==> src/rtl/fcs_pkg.sv <==
package fcs_pkg;

   // register select codes
   localparam logic [1:0] RA_CTRL = 2'd0;
   localparam logic [1:0] RA_CMD  = 2'd1;
   localparam logic [1:0] RA_DATA = 2'd2;

   // control word layout
   localparam int unsigned F_TX_LSB = 0;
   localparam int unsigned F_RX_LSB = 4;
   localparam int unsigned F_CNT_W  = 4;
   localparam int unsigned F_START  = 8;
   localparam int unsigned F_BUSY   = 16;

   typedef enum logic [1:0] {
      SH_IDLE = 2'd0,
      SH_LOW  = 2'd1,
      SH_HIGH = 2'd2,
      SH_TAIL = 2'd3
   } shift_state_e;

endpackage

==> src/rtl/fcs_halfclk.sv <==
module fcs_halfclk #(
   parameter int unsigned HALF_DIV = 2
) (
   input  logic clk,
   input  logic rst_n,
   input  logic run,
   output logic tick
);

   generate
      if (HALF_DIV == 1) begin : g_direct
         assign tick = run;
      end else begin : g_count
         localparam int unsigned CW = $clog2(HALF_DIV);
         logic [CW-1:0] cnt_q;

         assign tick = run && (cnt_q == CW'(HALF_DIV - 1));

         always_ff @(posedge clk or negedge rst_n) begin
            if (!rst_n) begin
               cnt_q <= '0;
            end else if (!run || tick) begin
               cnt_q <= '0;
            end else begin
               cnt_q <= cnt_q + 1'b1;
            end
         end
      end
   endgenerate

endmodule

==> src/rtl/fcs_regfile.sv <==
module fcs_regfile
   import fcs_pkg::*;
#(
   parameter int unsigned ADDR_BYTES = 3,
   parameter int unsigned DATA_BYTES = 4,
   parameter int unsigned MAX_TX     = 8,
   parameter int unsigned TXW        = 4,
   parameter int unsigned RXW        = 3,
   parameter int unsigned LANEW      = 2
) (
   input  logic                      clk,
   input  logic                      rst_n,
   input  logic                      wr_en,
   input  logic [1:0]                addr,
   input  logic [31:0]               wdata,
   output logic [31:0]               rdata,
   input  logic                      eng_busy,
   output logic                      busy_flag,
   output logic                      go,
   output logic [TXW-1:0]            tx_cnt,
   output logic [RXW-1:0]            rx_cnt,
   output logic [8*(1+ADDR_BYTES)-1:0] cmd_q,
   output logic [8*DATA_BYTES-1:0]   data_q,
   input  logic                      lane_we,
   input  logic [LANEW-1:0]          lane_idx,
   input  logic [7:0]                lane_byte
);

   localparam int unsigned CMDW = 8 * (1 + ADDR_BYTES);
   localparam int unsigned DATW = 8 * DATA_BYTES;

   logic [F_CNT_W-1:0] tx_in, rx_in;
   logic [TXW-1:0]     tx_lim;
   logic [RXW-1:0]     rx_lim;
   logic [31:0]        ctrl_rd;

   assign busy_flag = go | eng_busy;

   assign tx_in  = wdata[F_TX_LSB +: F_CNT_W];
   assign rx_in  = wdata[F_RX_LSB +: F_CNT_W];
   assign tx_lim = (32'(tx_in) > MAX_TX)     ? TXW'(MAX_TX)     : tx_in[TXW-1:0];
   assign rx_lim = (32'(rx_in) > DATA_BYTES) ? RXW'(DATA_BYTES) : rx_in[RXW-1:0];

   always_ff @(posedge clk or negedge rst_n) begin
      if (!rst_n) begin
         go     <= 1'b0;
         tx_cnt <= '0;
         rx_cnt <= '0;
         cmd_q  <= '0;
         data_q <= '0;
      end else begin
         go <= 1'b0;
         if (wr_en && !busy_flag) begin
            case (addr)
               RA_CTRL: begin
                  tx_cnt <= tx_lim;
                  rx_cnt <= rx_lim;
                  go     <= wdata[F_START] && ((tx_lim != '0) || (rx_lim != '0));
               end
               RA_CMD:  cmd_q  <= wdata[CMDW-1:0];
               RA_DATA: data_q <= wdata[DATW-1:0];
               default: ;
            endcase
         end
         if (lane_we) begin
            data_q[8*lane_idx +: 8] <= lane_byte;
         end
      end
   end

   always_comb begin
      ctrl_rd                    = '0;
      ctrl_rd[F_TX_LSB +: TXW]   = tx_cnt;
      ctrl_rd[F_RX_LSB +: RXW]   = rx_cnt;
      ctrl_rd[F_BUSY]            = busy_flag;
   end

   always_comb begin
      case (addr)
         RA_CTRL: rdata = ctrl_rd;
         RA_CMD:  rdata = 32'(cmd_q);
         RA_DATA: rdata = 32'(data_q);
         default: rdata = '0;
      endcase
   end

endmodule

==> src/rtl/fcs_shifter.sv <==
module fcs_shifter
   import fcs_pkg::*;
#(
   parameter int unsigned MAX_TX     = 8,
   parameter int unsigned DATA_BYTES = 4,
   parameter int unsigned TXW        = 4,
   parameter int unsigned RXW        = 3,
   parameter int unsigned LANEW      = 2,
   parameter int unsigned BITW       = 7
) (
   input  logic                  clk,
   input  logic                  rst_n,
   input  logic                  go,
   input  logic                  tick,
   input  logic [TXW-1:0]        tx_cnt,
   input  logic [RXW-1:0]        rx_cnt,
   input  logic [8*MAX_TX-1:0]   tx_stream,
   input  logic                  miso,
   output logic                  sck,
   output logic                  cs_n,
   output logic                  mosi,
   output logic                  busy,
   output logic                  lane_we,
   output logic [LANEW-1:0]      lane_idx,
   output logic [7:0]            lane_byte
);

   localparam int unsigned BYW  = BITW - 3;
   localparam int unsigned PADW = 2 ** BITW;

   shift_state_e       state_q;
   logic [BITW-1:0]    bit_q;
   logic [6:0]         rx_sh;
   logic [BYW-1:0]     byte_idx, frame_bytes, rx_pos;
   logic [BITW-1:0]    last_bit, sel;
   logic               in_tx;
   logic [PADW-1:0]    stream_pad;

   assign stream_pad  = PADW'(tx_stream);
   assign byte_idx    = bit_q[BITW-1:3];
   assign frame_bytes = BYW'(tx_cnt) + BYW'(rx_cnt);
   assign last_bit    = {frame_bytes - 1'b1, 3'b111};
   assign in_tx       = byte_idx < BYW'(tx_cnt);
   assign rx_pos      = byte_idx - BYW'(tx_cnt);
   assign sel         = {byte_idx, 3'b111 - bit_q[2:0]};
   assign busy        = (state_q != SH_IDLE);
   assign mosi        = busy && in_tx && stream_pad[sel];

   always_ff @(posedge clk or negedge rst_n) begin
      if (!rst_n) begin
         state_q   <= SH_IDLE;
         bit_q     <= '0;
         sck       <= 1'b0;
         cs_n      <= 1'b1;
         rx_sh     <= '0;
         lane_we   <= 1'b0;
         lane_idx  <= '0;
         lane_byte <= '0;
      end else begin
         lane_we <= 1'b0;
         case (state_q)
            SH_IDLE: begin
               if (go) begin
                  state_q <= SH_LOW;
                  cs_n    <= 1'b0;
                  bit_q   <= '0;
               end
            end
            SH_LOW: begin
               if (tick) begin
                  state_q <= SH_HIGH;
                  sck     <= 1'b1;
                  if (!in_tx) begin
                     rx_sh <= {rx_sh[5:0], miso};
                     if (bit_q[2:0] == 3'd7) begin
                        lane_we   <= 1'b1;
                        lane_idx  <= rx_pos[LANEW-1:0];
                        lane_byte <= {rx_sh, miso};
                     end
                  end
               end
            end
            SH_HIGH: begin
               if (tick) begin
                  sck <= 1'b0;
                  if (bit_q == last_bit) begin
                     state_q <= SH_TAIL;
                  end else begin
                     state_q <= SH_LOW;
                     bit_q   <= bit_q + 1'b1;
                  end
               end
            end
            SH_TAIL: begin
               if (tick) begin
                  state_q <= SH_IDLE;
                  cs_n    <= 1'b1;
               end
            end
            default: state_q <= SH_IDLE;
         endcase
      end
   end

endmodule

==> src/rtl/flash_cmd_shifter.sv <==
module flash_cmd_shifter
   import fcs_pkg::*;
#(
   parameter int unsigned HALF_DIV   = 2,
   parameter int unsigned ADDR_BYTES = 3,
   parameter int unsigned DATA_BYTES = 4
) (
   input  logic        clk,
   input  logic        rst_n,
   input  logic        reg_wr,
   input  logic [1:0]  reg_addr,
   input  logic [31:0] reg_wdata,
   output logic [31:0] reg_rdata,
   output logic        spi_sck,
   output logic        spi_cs_n,
   output logic        spi_mosi,
   input  logic        spi_miso
);

   localparam int unsigned MAX_TX = 1 + ADDR_BYTES + DATA_BYTES;
   localparam int unsigned TXW    = $clog2(MAX_TX + 1);
   localparam int unsigned RXW    = $clog2(DATA_BYTES + 1);
   localparam int unsigned LANEW  = (DATA_BYTES > 1) ? $clog2(DATA_BYTES) : 1;
   localparam int unsigned BITW   = $clog2(8 * (MAX_TX + DATA_BYTES) + 1);
   localparam int unsigned CMDW   = 8 * (1 + ADDR_BYTES);
   localparam int unsigned DATW   = 8 * DATA_BYTES;

   generate
      if (HALF_DIV < 1) begin : g_bad_div
         $error("HALF_DIV must be at least 1");
      end
      if (ADDR_BYTES < 1 || ADDR_BYTES > 3) begin : g_bad_addr
         $error("ADDR_BYTES must lie in 1..3");
      end
      if (DATA_BYTES < 1 || DATA_BYTES > 4) begin : g_bad_data
         $error("DATA_BYTES must lie in 1..4");
      end
      if (TXW > F_CNT_W || RXW > F_CNT_W) begin : g_bad_field
         $error("count field too narrow");
      end
   endgenerate

   logic                go, busy_flag, eng_busy, tick;
   logic [TXW-1:0]      tx_cnt;
   logic [RXW-1:0]      rx_cnt;
   logic [CMDW-1:0]     cmd_q;
   logic [DATW-1:0]     data_q;
   logic                lane_we;
   logic [LANEW-1:0]    lane_idx;
   logic [7:0]          lane_byte;
   logic [8*MAX_TX-1:0] tx_stream;

   // byte 0: command, then address high to low, then data low to high
   assign tx_stream[7:0] = cmd_q[7:0];
   generate
      for (genvar a = 1; a <= ADDR_BYTES; a++) begin : g_addr
         assign tx_stream[8*a +: 8] = cmd_q[8*(ADDR_BYTES - a + 1) +: 8];
      end
      for (genvar d = 0; d < DATA_BYTES; d++) begin : g_data
         assign tx_stream[8*(1 + ADDR_BYTES + d) +: 8] = data_q[8*d +: 8];
      end
   endgenerate

   fcs_regfile #(
      .ADDR_BYTES(ADDR_BYTES), .DATA_BYTES(DATA_BYTES), .MAX_TX(MAX_TX),
      .TXW(TXW), .RXW(RXW), .LANEW(LANEW)
   ) u_regs (
      .clk(clk), .rst_n(rst_n), .wr_en(reg_wr), .addr(reg_addr),
      .wdata(reg_wdata), .rdata(reg_rdata), .eng_busy(eng_busy),
      .busy_flag(busy_flag), .go(go), .tx_cnt(tx_cnt), .rx_cnt(rx_cnt),
      .cmd_q(cmd_q), .data_q(data_q), .lane_we(lane_we),
      .lane_idx(lane_idx), .lane_byte(lane_byte)
   );

   fcs_halfclk #(.HALF_DIV(HALF_DIV)) u_half (
      .clk(clk), .rst_n(rst_n), .run(eng_busy), .tick(tick)
   );

   fcs_shifter #(
      .MAX_TX(MAX_TX), .DATA_BYTES(DATA_BYTES), .TXW(TXW), .RXW(RXW),
      .LANEW(LANEW), .BITW(BITW)
   ) u_shift (
      .clk(clk), .rst_n(rst_n), .go(go), .tick(tick), .tx_cnt(tx_cnt),
      .rx_cnt(rx_cnt), .tx_stream(tx_stream), .miso(spi_miso),
      .sck(spi_sck), .cs_n(spi_cs_n), .mosi(spi_mosi), .busy(eng_busy),
      .lane_we(lane_we), .lane_idx(lane_idx), .lane_byte(lane_byte)
   );

endmodule

==> config.mk <==
export PLATFORM = sky130hd
export DESIGN_NAME = flash_cmd_shifter
export DESIGN_NICKNAME = d
export VERILOG_FILES = /design/src/rtl/fcs_pkg.sv /design/src/rtl/fcs_halfclk.sv /design/src/rtl/fcs_regfile.sv /design/src/rtl/fcs_shifter.sv /design/src/rtl/flash_cmd_shifter.sv
export SDC_FILE = /design/constraint.sdc
export NUM_CORES = 1
export LEC_CHECK = 0
export BUFFER_PORTS_ARGS = -buffer_cell sky130_fd_sc_hd__clkbuf_2
export CAP_MARGIN = 40
export CORE_MARGIN = 2
export CORE_UTILIZATION = 45
export CTS_CLUSTER_SIZE = 16
export DETAILED_ROUTE_END_ITERATION = 6
export GPL_ROUTABILITY_DRIVEN = 0
export PLACE_DENSITY = 0.75
export RECOVER_POWER = 50
export SETUP_SLACK_MARGIN = 0.1
export SLEW_MARGIN = 20
export SYNTH_ARGS = -nofsm -noshare
export SYNTH_HDL_FRONTEND = slang
export SYNTH_HIERARCHICAL = 1
export SYNTH_SLANG_ARGS = --single-unit
==> constraint.sdc <==
create_clock -name clk -period 2.9 [get_ports clk]
set_clock_uncertainty 0.15 [all_clocks]
set_input_delay 0.435 -clock clk [delete_from_list [all_inputs] [get_ports clk]]
set_output_delay 0.435 -clock clk [all_outputs]
set_load 0.01 [all_outputs]
* Word level (Yosys, flattened, before mapping)
Cells that the tools add are included.
Operators by class: bitwise operators 2, mux-type cells 31, equal/unequal tests 12, $add $sub $neg 7, shifts and indexed selects 2, reduce and logical (&&, ||, !) cells 25, $lt $le $gt $ge 4
Operators by type and width (number):
- two-way mux 32 bit | 3
- case mux 32 bit (3 select lines) | 1
- negator 5 -> 34 bit | 1
- variable shift 8 x 34 -> 32 bit (first input constant) | 1
- variable part select 8 x 34 -> 32 bit | 1
- bitwise mux 32 bit | 1
- two-way mux 7 bit | 3
- case mux 7 bit (2 select lines) | 1
- AND reduction 4 bit | 3
- two-way mux 1 bit | 11
- two-way mux 2 bit | 5
- inequality test 2 bit (second input constant) | 5
- AND reduction 3 bit | 3
- less-than comparator 7 x 8 -> 1 bit (second input constant) | 1
- case mux 2 bit (4 select lines) | 1
- nonzero test 2 bit | 4
- adder 7 x 1 -> 7 bit (second input constant) | 1
- binary-select mux 1 bit (select 7 bit) | 1
- equality test 7 bit | 1
- equality test 2 bit (second input constant) | 3
- logical AND 1 bit | 5
- adder 4 x 3 -> 4 bit | 1
- equality test 2 x 1 -> 1 bit (second input constant) | 2
- greater-than comparator 4 x 3 -> 1 bit (second input constant) | 1
- other kinds (18) | 23
Storage, ports and cells: output and inout port bits 35, word-level logic and storage cells 97, register bits 102

* Logic depth before layout (Yosys ltp)
Gate-level depths: netlist (run 1).
depth after elaboration 7, mapped depth 12, depth with buffers taken out 11

* Modules after synthesis
The synthesis (run 1) kept the hierarchy.
By module, submodules not included:
- fcs_regfile | area an instance 3754.9 µm², instances 1, cells each 356
- fcs_shifter | area an instance 2075.7 µm², instances 1, cells each 176
- fcs_halfclk | area an instance 41.3 µm², instances 1, cells each 3

* Worst setup path after synthesis (run 1)
Ideal clock, no wire load.
path type register -> register, from reg u_regs.tx_cnt[1], to reg u_shift.bit_q[4], slack 259 ps, buffers on the path 1, setup time 77 ps, period minus slack after synthesis 2641 ps, data arrival time 2413 ps, stages on the path, launching flop included 13, cells stage by stage dfrtp_1 inv_1 ha_1 inv_1 ha_1 inv_1 fa_1 xnor2_1 xnor2_1 o21ai_1 buf_2 or3_1 a21oi_1
Between the ends: longest elaborated chain between the ends 5
Ends and longest elaborated chain:
- from (decl) | RTL line fcs_regfile.sv:20 | output logic [TXW-1:0] tx_cnt,
- from (signal assigned) | RTL line fcs_regfile.sv:56 | tx_cnt <= tx_lim;
- adder 4 x 3 -> 4 bit | RTL line fcs_shifter.sv:41 | assign frame_bytes = BYW'(tx_cnt) + BYW'(rx_cnt);
- subtractor 4 x 1 -> 4 bit | RTL line fcs_shifter.sv:42 | assign last_bit = {frame_bytes - 1'b1, 3'b111};
- equality test 7 bit | RTL line fcs_shifter.sv:86 | if (bit_q == last_bit) begin
- inequality test 2 bit (no source line)
- AND reduction 4 bit (no source line)
- to (signal assigned) | RTL line fcs_shifter.sv:90 | bit_q <= bit_q + 1'b1;
- to (decl) | RTL line fcs_shifter.sv:32 | logic [BITW-1:0] bit_q;
No other way between the ends. A chain may end at the register's enable or synchronous reset.

* Worst setup path after layout (run 1)
from reg u_shift.bit_q[0], to out spi_mosi
Between the ends: longest elaborated chain between the ends 4
Ends and longest elaborated chain:
- subtractor 3 bit | RTL line fcs_shifter.sv:45 | assign sel = {byte_idx, 3'b111 - bit_q[2:0]};
- binary-select mux 1 bit (select 7 bit) | RTL line fcs_shifter.sv:47 | assign mosi = busy && in_tx && stream_pad[sel];
- two-way mux 1 bit (not written as such) | RTL line fcs_shifter.sv:47
- logical AND 1 bit | RTL line fcs_shifter.sv:47
- to (decl) | RTL line flash_cmd_shifter.sv:16 | output logic spi_mosi,
No other way between the ends. The select of a mux whose other input is x is not followed.

==> results by group, run 1 <==
Run status
  • Status: finished with violations
  • Failing checks: setup timing

Routing
  • DR WL/cell: 20.64 microns
  • DR pass1 iterations: 5
  • Final WL: around 16000 microns
  • Via count: 4860
  • ANT nets after route: 0
  • Drc violations: 0
  • First DRT Iteration DRCs: around 400
  • Vias per cell: approximately 6

Place
  • Placed cells: 765
  • HPWL after DPL: 11430 microns
  • Dpl ws: 108.4 ps
  • PortBufs: 72
  • Area after DPL: 6480 sq um

Floorplan
  • CORE AREA: ~13000 sq um
  • Die X: 118.2 microns
  • Initial Util: 0.4634
  • Die height: 118.2 microns
  • IO Pins: 73
  • FP Rows: a little over 40
  • Die area: 13980 sq um

STA
  • Fin crit period: 2915 ps
  • RSZ-0062 raised after global routing: yes
  • Max-slew headroom at the worst pin: 0.04785
  • Max Freq: between 300 and 400 MHz
  • Worst slew pin tran: roughly 1400 ps
  • Final Hold Vio Count: 0
  • Final WS setup: -14.81 ps
  • Min Hold Slack: roughly 180 ps
  • Final setup violation count: 1
  • Final Slew Violations: 0
  • Period utilisation layout: 1.005

Clock tree
  • CTS root buffer: clkbuf_16
  • Worst-path clk slew: 70 ps
  • CTS Buf Count: 9
  • Maximum clock path buffer count: 2
  • H-tree Lvls: 3
  • CTS tree: built
  • Clk sinks: between 100 and 150
  • Clock Latency Late Sink: between 300 and 400 ps

Final layout
  • Fin util: 0.5448
  • Final cell count without fillers: 788
  • N_diodes: 0
  • Most frequent cells in the layout: dfrtp_1, clkbuf_2, nand2_1
  • Area delta synth->final: 17.56%
  • NumNets Final: between 600 and 700
  • Final Cell Area: roughly 7000 sq um
  • Most common cell after layout, fill and taps aside: dfrtp_1
  • Fillers: 1103
  • Layout cells sized above 1: 0.3182

Synth
  • Post-synth net total: 589
  • Synthesized area per cell: between 10 and 15 sq um
  • Cell accounting for the most synthesized area: dfrtp_1
  • Ys flop type: dfrtp_1
  • Syn Inst Count: 535
  • Ranking of synthesized cells by area: dfrtp_1, mux2_2, o211ai_1, nand2_1, mux4_1
  • Synth warnings: 6
  • Ys async rst share: 1.000
  • Seq/Total Area, Yosys: 0.4349
  • Post-synth EDFFs: 0
  • Yosys reg bits: 102
  • Synthesized cell area: 5872 sq um
  • Synth top area share: 0.4304
  • Number of distinct library cells after synthesis: 53

Pwr
  • Maximum VDD drop: between 0.3 and 0.4 mV
  • Leak: 3.055 nW
  • PwrDens: a little under 900 nW/um^2

Global route
  • Initial antenna violation count: 0
  • Number of global-route vias before repair: about 5000
  • First-pass GRT wire length: between 20000 and 30000 microns
  • GRT Total Usage: 0.2397
  • Total gr overflow: 0
  • Largest net degree at the start of global routing: 55

Run
  • # Max-Cap Violations: 0

Critical path
  • CP max FO: 4
  • Worst setup SP type: register
  • CP Capture Type: output pin
  • CP arrival: 2330 ps
  • Crit Path Class: reg2out
  • Critical path required time: 2320 ps

Worst hold path
  • Worst Hold Class: in2reg
[Yosys cell counts, drive strengths merged (9+ instances only)]
cell	number
nand4	25
o21ai	18
nand3	18
buf	24
mux4	17
dfrtp	101
mux2i	19
ha	14
nand2	57
mux2	51
a22o	24
inv	30
nand3b	9
clkbuf	18
o211ai	33
[layout make-up]
type	instances	area, sq um	share of cell area
clock buffer	11	242.7	0.03516
clock inverter	5	106.4	0.01541
inverter	30	112.6	0.01631
multi-input combinational	361	3034	0.4396
sequential	102	2557	0.3705
tap	172	215.2	0.03118
timing repair buffer	107	634.4	0.09190
[routing by layer]
layer / up-vias / track usage / wire length (microns) / share of wire
met5: - / 0 / 0 / 0
met1: 2445 / 0.3288 / 6902 / 0.42
met3: 43 / 0.03523 / 1052 / 0.065
met2: 240 / 0.3829 / 7830 / 0.48
li1: 2132 / - / - / -
met4: 0 / 0.09563 / 480 / 0.030
[path summary, 6_finish.rpt]
kind | from | to | slack [ps] | depth (start not counted)
max in group asynchronous | rst_n | u_regs/data_q[3]$_DFF_PN0_ | 630 | 2
max | u_shift/bit_q[0]$_DFFE_PN0P_ | spi_mosi | -10 | 6
min | reg_wdata[26] | u_regs/cmd_q[26]$_DFFE_PN0P_ | 180 | 2
min reg2reg | u_shift/rx_sh[6]$_DFFE_PN0P_ | u_shift/rx_sh[6]$_DFFE_PN0P_ | 370 | 1
max reg2reg | u_regs/tx_cnt[1]$_DFFE_PN0P_ | u_shift/bit_q[5]$_DFFE_PN0P_ | 180 | 11
min in group asynchronous | rst_n | u_shift/sck$_DFFE_PN0P_ | 250 | 1
[registers in the layout, indices dropped and copies added, names as in the netlist]
name                  cells
u_shift/lane_we           1
u_regs/cmd_q             32
u_shift/rx_sh             7
u_shift/sck               1
u_shift/lane_idx          2
u_half/g_count.cnt_q      1
u_shift/bit_q             7
u_regs/go                 1
u_regs/data_q            32
u_shift/state_q           2
u_shift/cs_n              1
u_regs/rx_cnt             3
u_shift/lane_byte         8
u_regs/tx_cnt             4
[where the power goes]
group | leakage (nW) | internal [mW] | switching, mW | total [mW]
Sequential | 1.28 | 1.96 | 0.503 | 2.46
Combinational | 1.61 | 1.24 | 1.07 | 2.30
Clock | 0.166 | 0.869 | 0.543 | 1.41
Total | 3.06 | 4.06 | 2.11 | 6.18
[kinds of logic after synthesis]
logic type / share of synthesized area
XOR/XNOR: 0.01044
buffers and inverters: 0.05370
multiplexers: 0.2031
adder cells (fa/ha/maj): 0.03665
flip-flops: 0.4349
AO/OA/AOI/OAI: 0.1210
AND/OR/NAND/NOR: 0.1402
[worst max-delay path: stages (launching register included)]
cell     delay [ps]
dfrtp_2         430
buf_6           140
mux4_2          500
mux4_2          490
mux2i_1         190
o21ai_2          90
buf_2           140
[stage by stage]
| stage | TNS (ps) | total power, mW |
|---|---|---|
| after floorplan | 0 | 3.866 |
| after global placement | 0 | 4.542 |
| after detailed placement | 0 | 4.634 |
| after CTS | -14.16 | 6.141 |
| after global routing | -61.62 | 6.517 |
| final | -14.81 | 6.176 |
[timing repair]
action,CTS,global route
cloned,0,0
pin swaps,1,6
resized for setup,9,13
setup endpoints to repair,1,6
hold buffers,0,0
buffers inserted,5,2
(Power assumes the default switching activity.)
==> run 2, diff against run 1 <==
--- a/config.mk
+++ b/config.mk
@@ -12,11 +12,10 @@
 export CTS_CLUSTER_SIZE = 16
 export DETAILED_ROUTE_END_ITERATION = 6
 export GPL_ROUTABILITY_DRIVEN = 0
-export PLACE_DENSITY = 0.75
+export PLACE_DENSITY = 0.76
 export RECOVER_POWER = 50
 export SETUP_SLACK_MARGIN = 0.1
 export SLEW_MARGIN = 20
 export SYNTH_ARGS = -nofsm -noshare
 export SYNTH_HDL_FRONTEND = slang
-export SYNTH_HIERARCHICAL = 1
 export SYNTH_SLANG_ARGS = --single-unit
==> results by group, run 2 <==
STA
  • Fin crit period: 2997 ps (+82.18 ps)
  • Final Slew Violations: 0 (unchanged)
  • Max-slew headroom at the worst pin: 0.1961 (+0.1483)
  • Final setup violation count: 1 (unchanged)
  • Period utilisation layout: 1.033 (+0.02834)
  • Worst slew pin tran: 1206 ps (-222.4 ps)
  • Min Hold Slack: 156.3 ps (-28.02 ps)
  • Final Hold Vio Count: 0 (unchanged)
  • Final WS setup: -96.99 ps (-82.18 ps)
  • RSZ-0062 raised after global routing: yes
  • Max Freq: 333.7 MHz (-2.7%)

Clock tree
  • H-tree Lvls: 3 (unchanged)
  • Clk sinks: 102 (unchanged)
  • Worst-path clk slew: 70 ps (about the same)
  • Maximum clock path buffer count: 2 (unchanged)
  • CTS tree: built
  • CTS root buffer: clkbuf_16
  • Clock Latency Late Sink: 360 ps (about the same)
  • CTS Buf Count: 9 (unchanged)

Floorplan
  • Die height: 116.9 microns (-1.2%)
  • IO Pins: 73 (unchanged)
  • Die area: 13660 sq um (-2.3%)
  • FP Rows: 41 (unchanged)
  • CORE AREA: 12520 sq um (-1.2%)
  • Initial Util: 0.4579 (-0.005498)
  • Die X: 116.9 microns (-1.2%)

Final layout
  • N_diodes: 0 (unchanged)
  • NumNets Final: 649 (-2.4%)
  • Layout cells sized above 1: 0.3283 (+0.01015)
  • Most common cell after layout, fill and taps aside: dfrtp_1
  • Final cell count without fillers: 772 (-2.0%)
  • Fillers: 1077 (-2.4%)
  • Biggest regs: u_regs.cmd_q x32, u_regs.data_q x32, u_shift.lane_byte x8
  • Area delta synth->final: 19.01%
  • Most frequent cells in the layout: dfrtp_1, clkbuf_2, nand2_1

Routing
  • Vias per cell: 5.811 (-5.8%)
  • Via count: 4486 (-7.7%)
  • DR pass1 iterations: 5 (unchanged)
  • Drc violations: 0 (unchanged)
  • ANT nets after route: 0 (unchanged)
  • DR WL/cell: 20.42 microns (-1.1%)
  • Final WL: 15760 microns (-3.1%)
  • First DRT Iteration DRCs: 327 (-19%)

Global route
  • Met1 Usage GRT: 0.3080 (-0.02086)
  • Largest net degree at the start of global routing: 58 (+5.5%)
  • First-pass GRT wire length: 24190 microns (-8.6%)
  • Number of global-route vias before repair: 4531 (-8.1%)
  • Total gr overflow: 0 (unchanged)
  • GRT Total Usage: 0.2374 (-0.002381)
  • Gr busiest metal: met2
  • Initial antenna violation count: 0 (unchanged)
  • GR Util met3: 0.03862 (+0.003388)
  • Routing usage on met2: 0.3938 (+0.01089)

Synth
  • Synth warnings: 0 (-6)
  • Synth top area share: 0.4410 (+0.01052)
  • Cell accounting for the most synthesized area: dfrtp_1
  • Synth Area in Adders: 0.03755 (+0.0008961)
  • Most common library cells after synthesis: dfrtp_1, mux2i_1, nand2_1, mux2_2, o21ai_0
  • Syn Inst Count: 514 (-3.9%)
  • Post-synth net total: 568 (-3.6%)
  • Compound-gate portion of the synthesized area: 0.1325 (+0.01147)
  • Number of distinct library cells after synthesis: 50 (-5.7%)
  • Synthesized area per cell: 11.15 sq um (+1.6%)
  • Simple-gate share of the synthesized area: 0.09256 (-0.04765)
  • Count leader, synth: dfrtp_1
  • Seq/Total Area, Yosys: 0.4455 (+0.01063)
  • Ranking of synthesized cells by area: dfrtp_1, mux2i_1, mux2_2, o21ai_0, nand2_1
  • Largest family of logic cells by synthesized area: multiplexers
  • Yosys reg bits: 102 (unchanged)
  • Xor-xnor portion of the synthesized cell area: 0.01528 (+0.004839)
  • Ys flop type: dfrtp_1
  • Ys async rst share: 1.000 (unchanged)
  • Mux cell area share after synthesis: 0.2316 (+0.02854)
  • Synthesized cell area: 5732 sq um (-2.4%)
  • Post-synth EDFFs: 0 (unchanged)

Pwr
  • Total power: 6.315 mW (+2.3%)
  • Leak: 3.127 nW (+2.4%)
  • PwrDens: 925.7 nW/um^2 (+3.5%)
  • Maximum VDD drop: 0.3657 mV (-4.9%)

Place
  • HPWL after DPL: 11130 microns (-2.7%)
  • PortBufs: 72 (unchanged)
  • Placed cells: 748 (-2.2%)
  • Dpl ws: 92.08 ps (-16.28 ps)

Run status
  • Failing checks: setup timing
  • Status: finished with violations

Critical path
  • Crit Path Class: reg2out
  • CP max FO: 7 (+3)
  • FF-to-FF setup slack: 70 ps (-110 ps)
  • CP arrival: 2410 ps (+80 ps)
  • Worst setup SP type: register
  • Critical path required time: 2320 ps (about the same)
  • CP Capture Type: output pin

Worst hold path
  • Worst Hold Class: in2reg

Run
  • # Max-Cap Violations: 0 (unchanged)
run 2: cell types whose count changed in the layout (fill, tap and decap cells not counted), sizes merged, moves of 10 or more:
cell,before,now
nand3,18,6
mux2i,19,58
nor2,8,21
o211ai,33,0
inv,30,20
o21ai,18,54
nand4,25,0
run 2: cell type report:
type	count	area [sq um]	area share
clock buffers	10	229.0	0.03357
clock inverters	6	72.57	0.01064
flip-flops and latches	102	2557	0.3749
inverters	20	75.07	0.01101
repair buffers	103	681.9	0.09996
well taps	172	215.2	0.03155
multi-input cells	359	2990	0.4384
run 2: repair_timing:
item | in CTS | in global routing
endpoints found under the hold margin | 44 | 0
gates resized for setup | 7 | 12
buffers inserted | 1 | 3
endpoints found under the setup margin | 2 | 15
pin swaps | 6 | 9
hold buffers | 1 | 0
cloned | 2 | 1
run 2: path summary, 6_finish.rpt:
kind,startpoint,to,depth (start not counted)
setup / recovery,u_shift.bit_q[0]$_DFFE_PN0P_,spi_mosi,7
hold / removal,reg_wdata[11],u_regs.cmd_q[11]$_DFFE_PN0P_,2
setup reg to reg,u_regs.tx_cnt[0]$_DFFE_PN0P_,u_shift.bit_q[0]$_DFFE_PN0P_,11
hold reg to reg,u_shift.rx_sh[6]$_DFFE_PN0P_,u_shift.lane_byte[7]$_DFFE_PN0P_,1
max in group asynchronous,rst_n,u_regs.data_q[17]$_DFF_PN0_,3
min in group asynchronous,rst_n,u_regs.cmd_q[5]$_DFFE_PN0P_,2
run 2: cell families (layout without fill, tap and decap cells):
| family | after synthesis | after routing |
|---|---|---|
| simple gates | 110 | 110 |
| fa+ha+maj | 16 | 16 |
| flops | 102 | 102 |
| mux | 116 | 116 |
| xor+xnor | 10 | 10 |
| compound gates | 107 | 107 |
| buf+inv | 53 | 139 |
run 2: report_power, final:
part	switching, mW	internal (mW)
sequential	0.534	1.99
clock	0.569	0.676
combinational	1.27	1.28
run 2: critical path, cell delays in order, from the launching register on:
cell       delay [ps]
dfrtp_2           500
buf_12            160
buf_16            140
mux4_2            360
o21a_1            150
o221ai_2          130
a2111oi_4         410
buf_2             190
run 2: metrics by stage:
step                  util  instance area, sq um  TNS [ps]
floorplan                -                  5733         0
global placement    0.5061                  6335         0
detailed placement  0.5061                  6335         0
CTS                 0.5399                  6758    -84.28
global route        0.5450                  6822    -339.6
finish              0.5450                  6822    -96.99
run 2: layer usage:
layer	routed length (microns)	part of all wire
met4	506	0.032
met2	7734	0.49
met5	0	0
met1	6533	0.41
met3	990	0.063
